**config.mk**
```make
export PLATFORM = sky130hd
export DESIGN_NAME = uart_tx_framer
export DESIGN_NICKNAME = d
export VERILOG_FILES = /design/src/rtl/uart_txf_pkg.sv /design/src/rtl/txf_ctrl.sv /design/src/rtl/txf_frame.sv /design/src/rtl/txf_line_mux.sv /design/src/rtl/uart_tx_framer.sv
export SDC_FILE = /design/constraint.sdc
export NUM_CORES = 1
export LEC_CHECK = 0
export ABC_CLOCK_PERIOD_IN_PS = 2700
export BUFFER_PORTS_ARGS = -buffer_cell sky130_fd_sc_hd__buf_4
export CAP_MARGIN = 20
export CORE_MARGIN = 3
export CORE_UTILIZATION = 57
export CTS_BUF_LIST = sky130_fd_sc_hd__clkbuf_8
export DETAILED_ROUTE_END_ITERATION = 10
export HOLD_SLACK_MARGIN = 0.1
export PLACE_DENSITY_LB_ADDON = 0.15
export SYNTH_ARGS = -nofsm -noshare
export SYNTH_HDL_FRONTEND = slang
export SYNTH_HIERARCHICAL = 1
export SYNTH_SLANG_ARGS = --single-unit
```
**constraint.sdc**
```tcl
create_clock -name clk -period 2.7 [get_ports clk]
set_input_delay 0.135 -clock clk [delete_from_list [all_inputs] [get_ports clk]]
set_output_delay 0.135 -clock clk [all_outputs]
set_load 0.1 [all_outputs]
```
**src/rtl/uart_txf_pkg.sv**
```systemverilog
package uart_txf_pkg;

  typedef enum logic [2:0] {
    ST_IDLE, ST_PEND, ST_START, ST_DATA, ST_PAR, ST_STOP, ST_BRK, ST_GAP
  } txf_state_e;

  typedef enum logic [1:0] {
    PK_EVEN, PK_ODD, PK_ZERO, PK_ONE
  } par_kind_e;

  typedef struct packed {
    logic [3:0] trim;       // data bits dropped from the full width
    logic       par_en;
    par_kind_e  par_kind;
    logic       two_stop;
    logic       loop;
  } frame_cfg_t;

  function automatic frame_cfg_t decode_mode(input logic [9:0] m);
    frame_cfg_t c;
    case (m[2:1])
      2'b11:   c.trim = 4'd2;
      2'b10:   c.trim = 4'd1;
      default: c.trim = 4'd0;
    endcase
    c.par_en   = ~m[5];
    c.par_kind = par_kind_e'(m[4:3]);
    c.two_stop = (m[7:6] == 2'b10);
    c.loop     = (m[9:8] == 2'b10);
    return c;
  endfunction

endpackage

```
**src/rtl/txf_ctrl.sv**
```systemverilog
module txf_ctrl
  import uart_txf_pkg::*;
#(
  parameter int CTRL_W = 9,
  parameter int MODE_W = 10
) (
  input  logic              clk,
  input  logic              rst_n,
  input  logic              ctrl_wr,
  input  logic [CTRL_W-1:0] ctrl_data,
  input  logic              mode_wr,
  input  logic [MODE_W-1:0] mode_data,
  output logic              tx_en,
  output logic              brk_on,
  output logic              tx_rst,
  output frame_cfg_t        cfg
);
  localparam int RST_BIT  = 1;
  localparam int EN_BIT   = 4;
  localparam int DIS_BIT  = 5;
  localparam int BRK_SET  = 7;
  localparam int BRK_CLR  = 8;

  logic              en_d, brk_d;
  logic [MODE_W-1:0] mode_q, mode_d;
  logic              unused_bits;

  assign tx_rst = ctrl_wr & ctrl_data[RST_BIT];

  always_comb begin
    en_d   = tx_en;
    brk_d  = brk_on;
    mode_d = mode_q;
    if (ctrl_wr) begin
      if (ctrl_data[DIS_BIT])      en_d = 1'b0;
      else if (ctrl_data[EN_BIT])  en_d = 1'b1;
      if (ctrl_data[BRK_CLR])      brk_d = 1'b0;
      else if (ctrl_data[BRK_SET]) brk_d = 1'b1;
      if (ctrl_data[RST_BIT])      brk_d = 1'b0;
    end
    if (mode_wr) mode_d = mode_data;
  end

  always_ff @(posedge clk or negedge rst_n) begin
    if (!rst_n) begin
      tx_en  <= 1'b0;
      brk_on <= 1'b0;
      mode_q <= '0;
    end else begin
      tx_en  <= en_d;
      brk_on <= brk_d;
      mode_q <= mode_d;
    end
  end

  assign cfg = decode_mode(mode_q[9:0]);

  assign unused_bits = ^{mode_q[0], ctrl_data[0], ctrl_data[3:2], ctrl_data[6]};

  // a write carrying the disable bit always leaves the transmitter off
  a_r6_disable_wins: assert property (@(posedge clk) disable iff (!rst_n)
    (ctrl_wr && ctrl_data[DIS_BIT]) |=> !tx_en);

  // the abort command cancels any break request
  a_r8_abort_clears_break: assert property (@(posedge clk) disable iff (!rst_n)
    (ctrl_wr && ctrl_data[RST_BIT]) |=> !brk_on);

endmodule

```
**src/rtl/txf_frame.sv**
```systemverilog
module txf_frame
  import uart_txf_pkg::*;
#(
  parameter int DATA_W = 8
) (
  input  logic              clk,
  input  logic              rst_n,
  input  logic              bit_tick,
  input  logic              tx_en,
  input  logic              brk_on,
  input  logic              tx_rst,
  input  logic [3:0]        trim,
  input  logic              par_en,
  input  par_kind_e         par_kind,
  input  logic              two_stop,
  input  logic              hold_valid,
  input  logic [DATA_W-1:0] hold_data,
  output logic              hold_ready,
  output logic              ser,
  output logic              busy
);
  localparam int CNT_W = $clog2(DATA_W + 1);

  txf_state_e        st_q, st_d;
  logic [DATA_W-1:0] sh_q, sh_d, keep, masked;
  logic [CNT_W-1:0]  left_q, left_d, nbits;
  logic              pbit_q, pbit_d, pen_q, pen_d, extra_q, extra_d;
  logic              par_calc, accept;

  assign nbits = CNT_W'(DATA_W) - CNT_W'(trim);

  for (genvar i = 0; i < DATA_W; i++) begin : g_keep
    assign keep[i] = (CNT_W'(i) < nbits);
  end
  assign masked = hold_data & keep;

  always_comb begin
    case (par_kind)
      PK_EVEN: par_calc = ^masked;
      PK_ODD:  par_calc = ~^masked;
      PK_ZERO: par_calc = 1'b0;
      default: par_calc = 1'b1;
    endcase
  end

  assign hold_ready = (st_q == ST_IDLE) && tx_en && !brk_on && !tx_rst;
  assign accept     = hold_valid && hold_ready;

  always_comb begin
    st_d    = st_q;
    sh_d    = sh_q;
    left_d  = left_q;
    pbit_d  = pbit_q;
    pen_d   = pen_q;
    extra_d = extra_q;
    case (st_q)
      ST_IDLE: begin
        if (brk_on) st_d = ST_BRK;
        else if (accept) begin
          st_d    = ST_PEND;
          sh_d    = masked;
          left_d  = nbits;
          pbit_d  = par_calc;
          pen_d   = par_en;
          extra_d = two_stop;
        end
      end
      ST_PEND:  if (bit_tick) st_d = ST_START;
      ST_START: if (bit_tick) st_d = ST_DATA;
      ST_DATA: begin
        if (bit_tick) begin
          sh_d   = sh_q >> 1;
          left_d = left_q - CNT_W'(1);
          if (left_q == CNT_W'(1)) st_d = pen_q ? ST_PAR : ST_STOP;
        end
      end
      ST_PAR:   if (bit_tick) st_d = ST_STOP;
      ST_STOP: begin
        if (bit_tick) begin
          if (extra_q) extra_d = 1'b0;
          else         st_d    = ST_IDLE;
        end
      end
      ST_BRK:   if (!brk_on) st_d = ST_GAP;
      ST_GAP:   if (bit_tick) st_d = ST_IDLE;
      default:  st_d = ST_IDLE;
    endcase
    if (tx_rst) st_d = ST_IDLE;
  end

  always_ff @(posedge clk or negedge rst_n) begin
    if (!rst_n) begin
      st_q    <= ST_IDLE;
      sh_q    <= '0;
      left_q  <= '0;
      pbit_q  <= 1'b0;
      pen_q   <= 1'b0;
      extra_q <= 1'b0;
    end else begin
      st_q    <= st_d;
      sh_q    <= sh_d;
      left_q  <= left_d;
      pbit_q  <= pbit_d;
      pen_q   <= pen_d;
      extra_q <= extra_d;
    end
  end

  always_comb begin
    case (st_q)
      ST_START: ser = 1'b0;
      ST_DATA:  ser = sh_q[0];
      ST_PAR:   ser = pbit_q;
      ST_BRK:   ser = 1'b0;
      default:  ser = 1'b1;
    endcase
  end

  assign busy = (st_q == ST_START) || (st_q == ST_DATA) ||
                (st_q == ST_PAR)   || (st_q == ST_STOP);

  // abort leaves the line idle on the next clock
  a_r8_abort_idle: assert property (@(posedge clk) disable iff (!rst_n)
    tx_rst |=> (ser && !busy));

  // within a frame the line only moves on a bit-rate edge
  a_r2_bit_steady: assert property (@(posedge clk) disable iff (!rst_n)
    (busy && !bit_tick && !tx_rst) |=> $stable(ser));

  // the busy interval opens with the start bit
  a_r10_busy_starts_low: assert property (@(posedge clk) disable iff (!rst_n)
    $rose(busy) |-> !ser);

  // a pending break pulls an idle line low on the next clock
  a_r7_break_low: assert property (@(posedge clk) disable iff (!rst_n)
    (brk_on && st_q == ST_IDLE && !tx_rst) |=> !ser);

endmodule

```
**src/rtl/txf_line_mux.sv**
```systemverilog
module txf_line_mux (
  input  logic loop,
  input  logic ser,
  input  logic rxd_in,
  output logic txd,
  output logic loop_rxd
);
  assign txd      = loop ? 1'b1 : ser;
  assign loop_rxd = loop ? ser  : rxd_in;
endmodule

```
**src/rtl/uart_tx_framer.sv**
```systemverilog
module uart_tx_framer
  import uart_txf_pkg::*;
#(
  parameter int DATA_W = 8,
  parameter int CTRL_W = 9,
  parameter int MODE_W = 10
) (
  input  logic              clk,
  input  logic              rst_n,
  input  logic              bit_tick,
  input  logic              ctrl_wr,
  input  logic [CTRL_W-1:0] ctrl_data,
  input  logic              mode_wr,
  input  logic [MODE_W-1:0] mode_data,
  input  logic              hold_valid,
  input  logic [DATA_W-1:0] hold_data,
  output logic              hold_ready,
  input  logic              rxd_in,
  output logic              txd,
  output logic              loop_rxd,
  output logic              tx_busy
);
  logic       tx_en, brk_on, tx_rst, ser;
  frame_cfg_t cfg;

  txf_ctrl #(.CTRL_W(CTRL_W), .MODE_W(MODE_W)) u_ctrl (
    .clk(clk), .rst_n(rst_n), .ctrl_wr(ctrl_wr), .ctrl_data(ctrl_data),
    .mode_wr(mode_wr), .mode_data(mode_data), .tx_en(tx_en),
    .brk_on(brk_on), .tx_rst(tx_rst), .cfg(cfg)
  );

  txf_frame #(.DATA_W(DATA_W)) u_frame (
    .clk(clk), .rst_n(rst_n), .bit_tick(bit_tick), .tx_en(tx_en),
    .brk_on(brk_on), .tx_rst(tx_rst), .trim(cfg.trim), .par_en(cfg.par_en),
    .par_kind(cfg.par_kind), .two_stop(cfg.two_stop),
    .hold_valid(hold_valid), .hold_data(hold_data), .hold_ready(hold_ready),
    .ser(ser), .busy(tx_busy)
  );

  txf_line_mux u_mux (
    .loop(cfg.loop), .ser(ser), .rxd_in(rxd_in), .txd(txd), .loop_rxd(loop_rxd)
  );

  // in loopback the outgoing pin stays idle while the framer runs
  a_r9_loop_pin_idle: assert property (@(posedge clk) disable iff (!rst_n)
    (cfg.loop && tx_busy) |-> txd);

endmodule

```
==> flow_metrics.py, run 1 <==
metrics = {
    "route": {
        "postRouteWirelength_mm": 4.05,
        "wl_met3_um": 236,
        "wl_met1_mm": 1.88,
        "via_per_inst": 5.55,
        "route.detailed.drc": 0,
        "dr.first_iter.drc_count": 88,
        "route.vias.total": 1659,
        "drt_pre_antenna_iters": 4,
        "highest-signal-layer": "met4",
        "routed_wirelength_normalized_by_instance_count_um": 13.5,
        "drtAntennaViolNets": 0,
        "wl_met2_mm": 1.91,
    },
    "floorplan": {
        "fp.dieArea_um2": 4180,
        "chipHeight_um": 64.7,
        "row_count": 20,
        "floorplan.initialDensity_pct": 61.7,
        "pin_count": 38,
        "die_width_um": 64.7,
        "core_box_area_um2": 3180,
    },
    "placement": {
        "dp_cells": 280,
        "placement.io_buffers": 32,
        "post-dp-hpwl_mm": 2.98,
        "detailed_place.area_um2": 2210,
        "place_ws_ns": 0.303,
        "place.gp.congestion": 0.828,
    },
    "worst_setup_path": {
        "path_max_fanout": 7,
        "worstSetupStartpointType": "flip-flop",
        "cp_common_cell": "inv_1",
        "worstPathArrival_ns": 2.58,
        "critPathKind": "flip-flop to flip-flop",
        "cpMaxStageDelayCell": "o41a_2",
        "crit_path_end_kind": "flip-flop",
        "worst_path_largest_cell_delay_ns": 0.57,
        "crit_required_ns": 2.86,
        "crit_path_cell_trace": "and2_1 -> inv_1 -> ha_1 -> inv_1 -> o41a_2 -> a211oi_2 -> a21oi_1 -> nand3_1 -> xnor2_1 -> o31ai_2",
    },
    "timing": {
        "period_minus_slack_ns": 2.42,
        "report.final.setup_viol": 0,
        "rsz_0062_raised_after_global_routing": "false",
        "report.final.hold_viol_count": 0,
        "slew_viol_final": 0,
        "worst_slack_ns": 0.275,
        "max_freq_mhz": 412,
        "min_period_over_period_pct": 89.8,
        "worst_clock_skew_ns": 0.00506,
        "final.hold.worst_slack_ns": 0.105,
        "timing.setup.tns_ns": 0,
    },
    "global_routing": {
        "grt_pass1_vias": 1670,
        "grt_util_overall_pct": 22.2,
        "gr-total-overflow": 0,
        "wire_length_of_the_first_global_routing_pass_mm": 7.29,
        "antenna_violations_before_repair": 0,
        "grt_max_degree": 30,
    },
    "synth": {
        "syn-mean-instance-area_um2": 9.13,
        "mappedNetlistArea_um2": 1960,
        "yosys.area.top_type": "dfrtp_1",
        "synth.lib_cells_used.distinct": 50,
        "synth_seq_area_share_pct": 37.0,
        "synth_area_leaders": "dfrtp_1, mux2_4, a21oi_1",
        "ys_ff_latch": 29,
        "synth_edf_count": 0,
        "synth-main-ff-cell": "dfrtp_1",
        "syn_inst": 215,
        "synth.top_cell.area_share_pct": 37.0,
        "yosysWarningCount": 6,
        "synth-async-reset-ratio_pct": 100,
    },
    "clock_network": {
        "post_cts.repair.setup_buffers": 0,
        "cts_max_level": 2,
        "cts_made_buffers": 5,
        "tritoncts": "built",
        "clkTransAtPathRegs_ns": 0.06,
        "clk-insertion-delay-late_ns": 0.27,
        "cts-root-to-sink-buffers": 2,
        "cts_num_sinks": 29,
        "cts_root_buffer": "clkbuf_8",
    },
    "cells_and_area": {
        "finalNetCount": 293,
        "post_layout_utilization_of_the_core_pct": 75.9,
        "post_route_cells_drive_above_1_share_pct": 25.5,
        "finish.instance_area_um2": 2410,
        "post_layout_nonfiller_instances": 299,
        "number_of_diodes_added_for_antenna_fixing": 0,
        "syn2layout_area_growth_pct": 23.0,
    },
    "power_and_ir_drop": {
        "p_leak_nw": 1.08,
        "sum_of_internal_switching_and_leakage_power_mw": 2.04,
        "vdd.ir_drop.worst_uv": 908,
        "power.density_cell_area_nw_per_um2": 845,
    },
    "hold_path": {
        "hold_path_class": "primary input to flip-flop",
    },
    "run_status": {
        "status": "completed",
    },
    "flow_run": {
        "cap_violations": 0,
    },
}
## timing repair
item                      CTS  global route
hold buffers               12             0
hold endpoints to repair   39             0
resized for setup           0             0
## report_power, final
part           internal [mW]  switching (mW)  total, mW  leakage, nW
Combinational          0.380           0.576      0.956        0.682
Clock                  0.198           0.147      0.345       0.0485
Sequential             0.577           0.161      0.738        0.348
## registers in the layout (all words and copies together), names as in the netlist
| name | flops |
|---|---|
| u_frame/extra_q | 1 |
| u_ctrl/tx_en | 1 |
| u_ctrl/mode_q | 9 |
| u_frame/pbit_q | 1 |
| u_frame/left_q | 4 |
| u_ctrl/brk_on | 1 |
| u_frame/st_q | 3 |
| u_frame/pen_q | 1 |
| u_frame/sh_q | 8 |
## synth_stat cells (all sizes together), types with 6 or more instances
| cell type | instances |
|---|---|
| buf | 9 |
| inv | 9 |
| nand3 | 9 |
| xnor2 | 6 |
| clkbuf | 7 |
| mux2 | 11 |
| nor2 | 20 |
| a31oi | 7 |
| dfrtp | 29 |
| nor2b | 6 |
| a21oi | 21 |
| nand2 | 24 |
| o21ai | 9 |
## critical path, delay by kind of cell, from the launching register on
family	cells	cell delay, ns
AO/OA/AOI/OAI	4	0.92
flip-flops	1	0.39
AND/OR/NAND/NOR	2	0.32
buffers and inverters	2	0.21
adder cells (fa/ha/maj)	1	0.28
XOR/XNOR	1	0.17
## cells by family after synthesis
family,count (synthesis),share of synthesized area (%)
AO/OA/AOI/OAI,55,18.4
XOR/XNOR,8,4.66
adder cells (fa/ha/maj),4,2.55
other,1,0.191
buffers and inverters,25,6.44
flip-flops,29,37.0
multiplexers,12,8.74
AND/OR/NAND/NOR,81,22.1
## layout by cell type (no fill, tap or decap), types with 2 or more instances in the layout
cell,count
and2_1,4
dlygate4sd3_1,12
mux2_4,10
a211oi_1,2
ha_1,4
nor2b_1,6
clkbuf_8,6
nand2_1,24
nand3_1,9
buf_4,36
xnor2_1,5
a21oi_1,20
nand4b_1,2
o31ai_1,2
inv_1,10
conb_1,2
nor4_1,2
o21ai_0,7
o211ai_1,5
o21a_1,2
a31oi_1,7
a22o_1,2
dfrtp_1,29
nor2_1,20
nor3_1,4
## metal layers
metal / up-vias / track usage (%)
met5: - / 0
met4: 0 / 6.07
met1: 781 / 28.4
met3: 4 / 7.11
met2: 45 / 36.1
li1: 829 / -
## worst paths after layout
check / startpoint / endpoint / slack [ns] / cells past startpoint
worst max register to register: u_ctrl/mode_q[1] / u_frame/pbit_q / 0.28 / 10
min in group asynchronous: rst_n / u_ctrl/brk_on / 0.31 / 2
worst min register to register: u_frame/sh_q[7] / u_frame/sh_q[7] / 0.50 / 2
worst max-delay path: u_ctrl/mode_q[1] / u_frame/pbit_q / 0.28 / 10
worst min-delay path: ctrl_data[8] / u_ctrl/brk_on / 0.11 / 3
max in group asynchronous: rst_n / u_frame/pen_q / 2.12 / 2
## area by class of cell
class                   instances  area (um^2)
well taps                      44         55.1
clock inverters                 1         3.75
flip-flops and latches         29          726
fillers                       233          766
repair buffers                 48          390
inverters                       9         33.8
multi-input cells             162         1120
clock buffers                   6         82.6
(Power assumes the default switching activity.)
==> run 2, diff against run 1 <==
==> constraint.sdc (replaced) <==
create_clock -name clk -period 2.7 [get_ports clk]
set_input_delay 0.27 -clock clk [delete_from_list [all_inputs] [get_ports clk]]
set_output_delay 0.27 -clock clk [all_outputs]
set_load 0.1 [all_outputs]
==> flow_metrics.py, run 2 (synthesis gave the netlist of run 1 again) <==
metrics = {
    "floorplan": {
        "pin_count": 38,
        "floorplan.initialDensity_pct": 61.7,
        "die_width_um": 64.7,
        "row_count": 20,
        "chipHeight_um": 64.7,
        "fp.dieArea_um2": 4180,
        "core_box_area_um2": 3180,
    },
    "run_status": {
        "status": "completed",
    },
    "placement": {
        "place.gp.congestion": 0.820,
        "post-dp-hpwl_mm": 3.05,
        "place_ws_ns": 0.247,
        "placement.io_buffers": 32,
    },
    "route": {
        "wl_met2_mm": 1.98,
        "drtAntennaViolNets": 0,
        "route.detailed.drc": 0,
        "wl_met3_um": 264,
        "highest-signal-layer": "met4",
        "via_per_inst": 5.75,
        "dr.first_iter.drc_count": 169,
        "route.vias.total": 1655,
        "drt_pre_antenna_iters": 4,
        "wl_met1_mm": 1.76,
        "routed_wirelength_normalized_by_instance_count_um": 14.2,
        "postRouteWirelength_mm": 4.09,
    },
    "global_routing": {
        "antenna_violations_before_repair": 0,
        "grt_max_degree": 30,
        "grt_pass1_vias": 1631,
        "grt_util_overall_pct": 21.7,
        "gr-total-overflow": 0,
        "wire_length_of_the_first_global_routing_pass_mm": 7.08,
    },
    "power_and_ir_drop": {
        "sequentialPowerShare_pct": 36.8,
        "power.internal_mw": 1.12,
        "p_leak_nw": 1.04,
        "power.share.switching_pct": 44.8,
        "p_switching_mw": 0.906,
        "power.density_cell_area_nw_per_um2": 880,
        "vdd.ir_drop.worst_uv": 703,
        "portion_of_total_power_attributed_to_the_clock_network_pct": 16.1,
        "part_of_the_power_in_combinational_logic_pct": 47.1,
    },
    "clock_network": {
        "cts_max_level": 2,
        "cts_num_sinks": 29,
        "cts_root_buffer": "clkbuf_8",
        "cts-root-to-sink-buffers": 2,
        "clkTransAtPathRegs_ns": 0.06,
        "tritoncts": "built",
        "clk-insertion-delay-late_ns": 0.28,
        "cts_made_buffers": 5,
    },
    "cells_and_area": {
        "largest_register": "u_ctrl/mode_q",
        "post_layout_utilization_of_the_core_pct": 72.2,
        "syn2layout_area_growth_pct": 17.0,
        "number_of_diodes_added_for_antenna_fixing": 0,
        "final.fill_count": 251,
        "finalNetCount": 281,
        "largestRegisters": "u_ctrl/mode_q (9), u_frame/sh_q (8), u_frame/left_q (4)",
        "final_common_cell": "buf_4",
        "post_route_cells_drive_above_1_share_pct": 26.2,
        "mostFrequentLayoutCells": "buf_4, dfrtp_1, nand2_1, a21oi_1, nor2_1",
        "max_reg_flops": 9,
    },
    "worst_setup_path": {
        "reg_to_reg_critical_path_endpoint": "u_frame/pbit_q",
        "critPathKind": "flip-flop to flip-flop",
        "crit_path_end_kind": "flip-flop",
        "path_max_fanout": 7,
        "cp_common_cell": "inv_1",
        "worstPathArrival_ns": 2.68,
        "crit_start": "u_ctrl/mode_q[1]",
        "timing.reg2reg.setup_slack_ns": 0.21,
        "critical-path-top-delay-family": "compound AO/OA/AOI/OAI gates",
        "crit_path_cell_trace": "and2_1 -> inv_1 -> ha_1 -> inv_1 -> o41a_2 -> a211oi_2 -> a21oi_1 -> nand3_1 -> xnor2_1 -> o31ai_2",
        "path_buf_inv": 2,
        "worst_path_largest_cell_delay_ns": 0.58,
        "cpMaxStageDelayCell": "o41a_2",
        "cp-endpoint": "u_frame/pbit_q",
        "worstSetupPathDepth": 10,
        "worstSetupStartpointType": "flip-flop",
        "reg2reg_from": "u_ctrl/mode_q[1]",
        "crit_required_ns": 2.89,
        "timing.reg2reg.worst_path_depth": 10,
    },
    "timing": {
        "report.final.setup_viol": 0,
        "period_minus_slack_ns": 2.49,
        "worst_slack_ns": 0.207,
        "max_freq_mhz": 401,
        "worst_clock_skew_ns": 0.00145,
        "rsz_0062_raised_after_global_routing": "false",
        "max_slew_headroom_at_the_worst_pin_pct": 64.9,
        "worst_pin_slew_ns": 0.525,
        "timing.setup.tns_ns": 0,
        "min_period_over_period_pct": 92.3,
        "slew_viol_final": 0,
        "report.final.hold_viol_count": 0,
    },
    "hold_path": {
        "hold_path_class": "primary input to flip-flop",
    },
    "flow_run": {
        "cap_violations": 0,
    },
}
run 2: changes by cell type in the layout (fill, tap and decap cells not counted), sizes merged:
| cell | change |
|---|---|
| buf | -1 |
| clkbuf | -1 |
| dlygate4sd3 | -11 |
| inv | +2 |
run 2: metrics by stage:
step | cells | hold slack [ns] | cell area (um^2) | total power, mW
2_1_floorplan | 216 | -0.0256 | 1970 | 1.48
3_3_place_gp | 279 | 0.207 | 2200 | 1.64
3_5_place_dp | 279 | 0.215 | 2200 | 1.69
4_1_cts | 288 | 0.162 | 2290 | 2.02
5_1_grt | 288 | 0.173 | 2300 | 2.17
6_report | 288 | 0.162 | 2300 | 2.02
run 2: final cells by class:
cell class                      instances  area, um^2  area share (%)
Clock buffer                            5        68.8            3.00
Sequential cell                        29         726            31.6
Clock inverter                          3        11.3           0.490
Tap cell                               44        55.1            2.40
Inverter                                9        33.8            1.47
Multi-Input combinational cell        162        1130            49.2
Timing Repair Buffer                   36         273            11.9
run 2: power by group through the flow:
stage | logic (mW) | registers, mW | clock network [mW]
4_1_cts | 0.950 | 0.741 | 0.331
5_1_grt | 1.05 | 0.768 | 0.352
3_3_place_gp | 0.906 | 0.735 | 0
2_1_floorplan | 0.821 | 0.658 | 0
3_5_place_dp | 0.945 | 0.748 | 0
6_report | 0.953 | 0.743 | 0.326
run 2: worst min-delay path by stage:
stage,cells past startpoint,endpoint,slack [ns],from
2_1_floorplan,0,u_ctrl/brk_on,-0.03,rst_n
3_3_place_gp,1,u_ctrl/tx_en,0.21,rst_n
3_5_place_dp,1,u_frame/left_q[1],0.22,rst_n
4_1_cts,2,u_ctrl/tx_en,0.16,ctrl_data[5]
5_1_grt,2,u_ctrl/tx_en,0.17,ctrl_data[5]
6_report,2,u_ctrl/tx_en,0.16,ctrl_data[5]
run 2: metal layers:
| layer | up-vias | GRT usage, % |
|---|---|---|
| met5 | - | 0 |
| met4 | 0 | 8.44 |
| met3 | 9 | 5.03 |
| met2 | 58 | 36.9 |
| met1 | 780 | 26.7 |
| li1 | 808 | - |
run 2: what timing repair did:
action / in CTS / in global routing
setup buffers: 0 / 0
setup endpoints to repair: 0 / 1
gates resized for setup: 0 / 1
hold buffers: 1 / 0
endpoints found under the hold margin: 29 / 0
==> run 3, diff against run 2 <==
CORE_UTILIZATION = 55   (was 57)
SYNTH_HIERARCHICAL = default   (was 1)
==> flow_metrics.py, run 3 <==
metrics = {
    "route": {
        "via_per_inst": 5.66,
        "routed_wirelength_normalized_by_instance_count_um": 14.9,
        "postRouteWirelength_mm": 3.47,
        "drtAntennaViolNets": 0,
        "route.detailed.drc": 0,
        "drt_pre_antenna_iters": 4,
        "route.vias.total": 1314,
        "dr.first_iter.drc_count": 89,
    },
    "placement": {
        "placement.io_buffers": 32,
        "post-dp-hpwl_mm": 2.47,
        "place_ws_ns": 0.709,
        "place.gp.congestion": 0.833,
    },
    "synth": {
        "synth-main-ff-cell": "dfrtp_1",
        "synth-async-reset-ratio_pct": 100,
        "synth_edf_count": 0,
        "synth_area_leaders": "dfrtp_1, mux2_2, mux2i_1",
        "most_frequent_cell_after_synthesis": "dfrtp_1",
        "yosys-top-cells-count": "dfrtp_1, nor2_1, nand2_1",
        "synth.lib_cells_used.distinct": 40,
        "synth_seq_area_share_pct": 43.8,
        "yosys.area.top_type": "dfrtp_1",
        "syn_inst": 166,
        "synth.top_cell.area_share_pct": 43.8,
        "mappedNetlistArea_um2": 1660,
        "syn-mean-instance-area_um2": 9.99,
        "ys_ff_latch": 29,
        "yosysWarningCount": 0,
        "syn-num-nets": 204,
    },
    "cells_and_area": {
        "largest_register": "u_ctrl.mode_q",
        "mostFrequentLayoutCells": "buf_4, dfrtp_1, nor2_1, nand2_1, o21ai_0",
        "syn2layout_area_growth_pct": 21.7,
        "post_layout_utilization_of_the_core_pct": 71.9,
        "max_reg_flops": 9,
        "final_common_cell": "buf_4",
        "finalNetCount": 238,
        "largestRegisters": "u_ctrl.mode_q (9), u_frame.sh_q (8), u_frame.left_q (4)",
        "final.fill_count": 214,
        "multi_input_area_um2": 868,
        "number_of_diodes_added_for_antenna_fixing": 0,
        "post_route_cells_drive_above_1_share_pct": 28.9,
        "regArea_um2": 726,
    },
    "clock_network": {
        "post_cts.repair.setup_buffers": 0,
        "cts_max_level": 2,
        "clk-insertion-delay-late_ns": 0.28,
        "tritoncts": "built",
        "cts_num_sinks": 29,
        "cts-root-to-sink-buffers": 2,
        "cts_made_buffers": 5,
        "clkTransAtPathRegs_ns": 0.06,
        "cts_root_buffer": "clkbuf_8",
    },
    "worst_setup_path": {
        "crit_path_end_kind": "primary output",
        "worstPathArrival_ns": 1.94,
        "critPathKind": "flip-flop to primary output",
        "crit_start": "u_frame.st_q[2]",
        "path_max_fanout": 15,
        "worstSetupStartpointType": "flip-flop",
        "crit_required_ns": 2.43,
        "reg2reg_from": "u_ctrl.mode_q[1]",
    },
    "flow_run": {
        "cap_violations": 0,
    },
    "floorplan": {
        "die_width_um": 60.9,
        "fp.dieArea_um2": 3710,
        "chipHeight_um": 60.9,
        "floorplan.initialDensity_pct": 59.1,
        "row_count": 19,
        "pin_count": 38,
        "core_box_area_um2": 2810,
    },
    "timing": {
        "max_slew_headroom_at_the_worst_pin_pct": 64.2,
        "slew_viol_final": 0,
        "worst_slack_ns": 0.489,
        "worst_pin_slew_ns": 0.538,
        "rsz_0062_raised_after_global_routing": "false",
        "worst_clock_skew_ns": 0.00926,
        "timing.setup.tns_ns": 0,
        "min_period_over_period_pct": 81.9,
        "period_minus_slack_ns": 2.21,
        "final.hold.worst_slack_ns": 0.165,
        "report.final.setup_viol": 0,
        "report.final.hold_viol_count": 0,
        "max_freq_mhz": 452,
    },
    "global_routing": {
        "grt_pass1_vias": 1310,
        "wire_length_of_the_first_global_routing_pass_mm": 5.89,
        "grt_max_degree": 30,
        "grt_util_overall_pct": 21.8,
        "antenna_violations_before_repair": 0,
        "gr-total-overflow": 0,
    },
    "power_and_ir_drop": {
        "p_leak_nw": 0.979,
        "vdd.ir_drop.worst_uv": 668,
        "power.density_cell_area_nw_per_um2": 998,
    },
    "hold_path": {
        "hold_path_class": "primary input to flip-flop",
        "worst_min_delay_path_startpoint": "ctrl_data[5]",
    },
    "run_status": {
        "status": "completed",
    },
}
==> run 3: worst paths after layout <==
path / end / cells after the start / slack, ns
min in group asynchronous: u_ctrl.brk_on / 2 / 0.45
hold / removal: u_ctrl.tx_en / 2 / 0.17
hold reg to reg: u_frame.pen_q / 1 / 0.44
setup reg to reg: u_frame.pbit_q / 9 / 0.71
max in group asynchronous: u_frame.sh_q[4] / 2 / 1.97
setup / recovery: loop_rxd / 4 / 0.49
==> run 3: cell families after synthesis <==
kind of cell               share of synthesized area [%]
DFF                                                 43.8
muxes                                               11.0
AOI/OAI and AO/OA                                   15.3
adders and majority gates                           3.02
buffers and inverters                               4.30
xor gates and xnor gates                            5.06
and+or+nand+nor                                     17.5
==> run 3: routing by layer <==
metal | global-route usage [%] | share of wire, % | up-vias
met5 | 0 | 0 | -
met4 | 8.67 | 1.7 | 0
met3 | 5.32 | 3.3 | 6
met2 | 35.6 | 52 | 21
met1 | 27.8 | 43 | 638
li1 | - | - | 649
==> run 3: power breakdown <==
group	internal, mW	switching (mW)	total (mW)
combinational	0.349	0.527	0.876
sequential	0.572	0.171	0.744
clock	0.230	0.164	0.394
==> run 3: area by class of cell <==
type / count / share of cell area [%]
clock buffers: 7 / 4.77
inverters: 7 / 1.30
repair buffers: 34 / 12.8
flip-flops and latches: 29 / 36.0
well taps: 31 / 1.92
multi-input cells: 123 / 43.0
clock inverters: 1 / 0.248
==> run 3: timing repair <==
action                                 4_1_cts  5_1_grt
endpoints found under the hold margin       29        0
hold buffers                                 1        0
resized for setup                            0        0
==> run 3: critical path: stages, from the launching register on <==
cell and delay, ns:
dfrtp_1 0.68, o21ai_0 0.18, a22oi_1 0.30, mux2_2 0.22, buf_4 0.28
==> run 3: through the flow <==
| stage | cell area, um^2 | instances | power (mW) |
|---|---|---|---|
| global placement | 1910 | 223 | 1.57 |
| global route | 2020 | 232 | 2.16 |
| finish | 2020 | 232 | 2.01 |
| detailed placement | 1910 | 223 | 1.61 |
| floorplan | 1670 | 166 | 1.43 |
| CTS | 2020 | 232 | 2.02 |
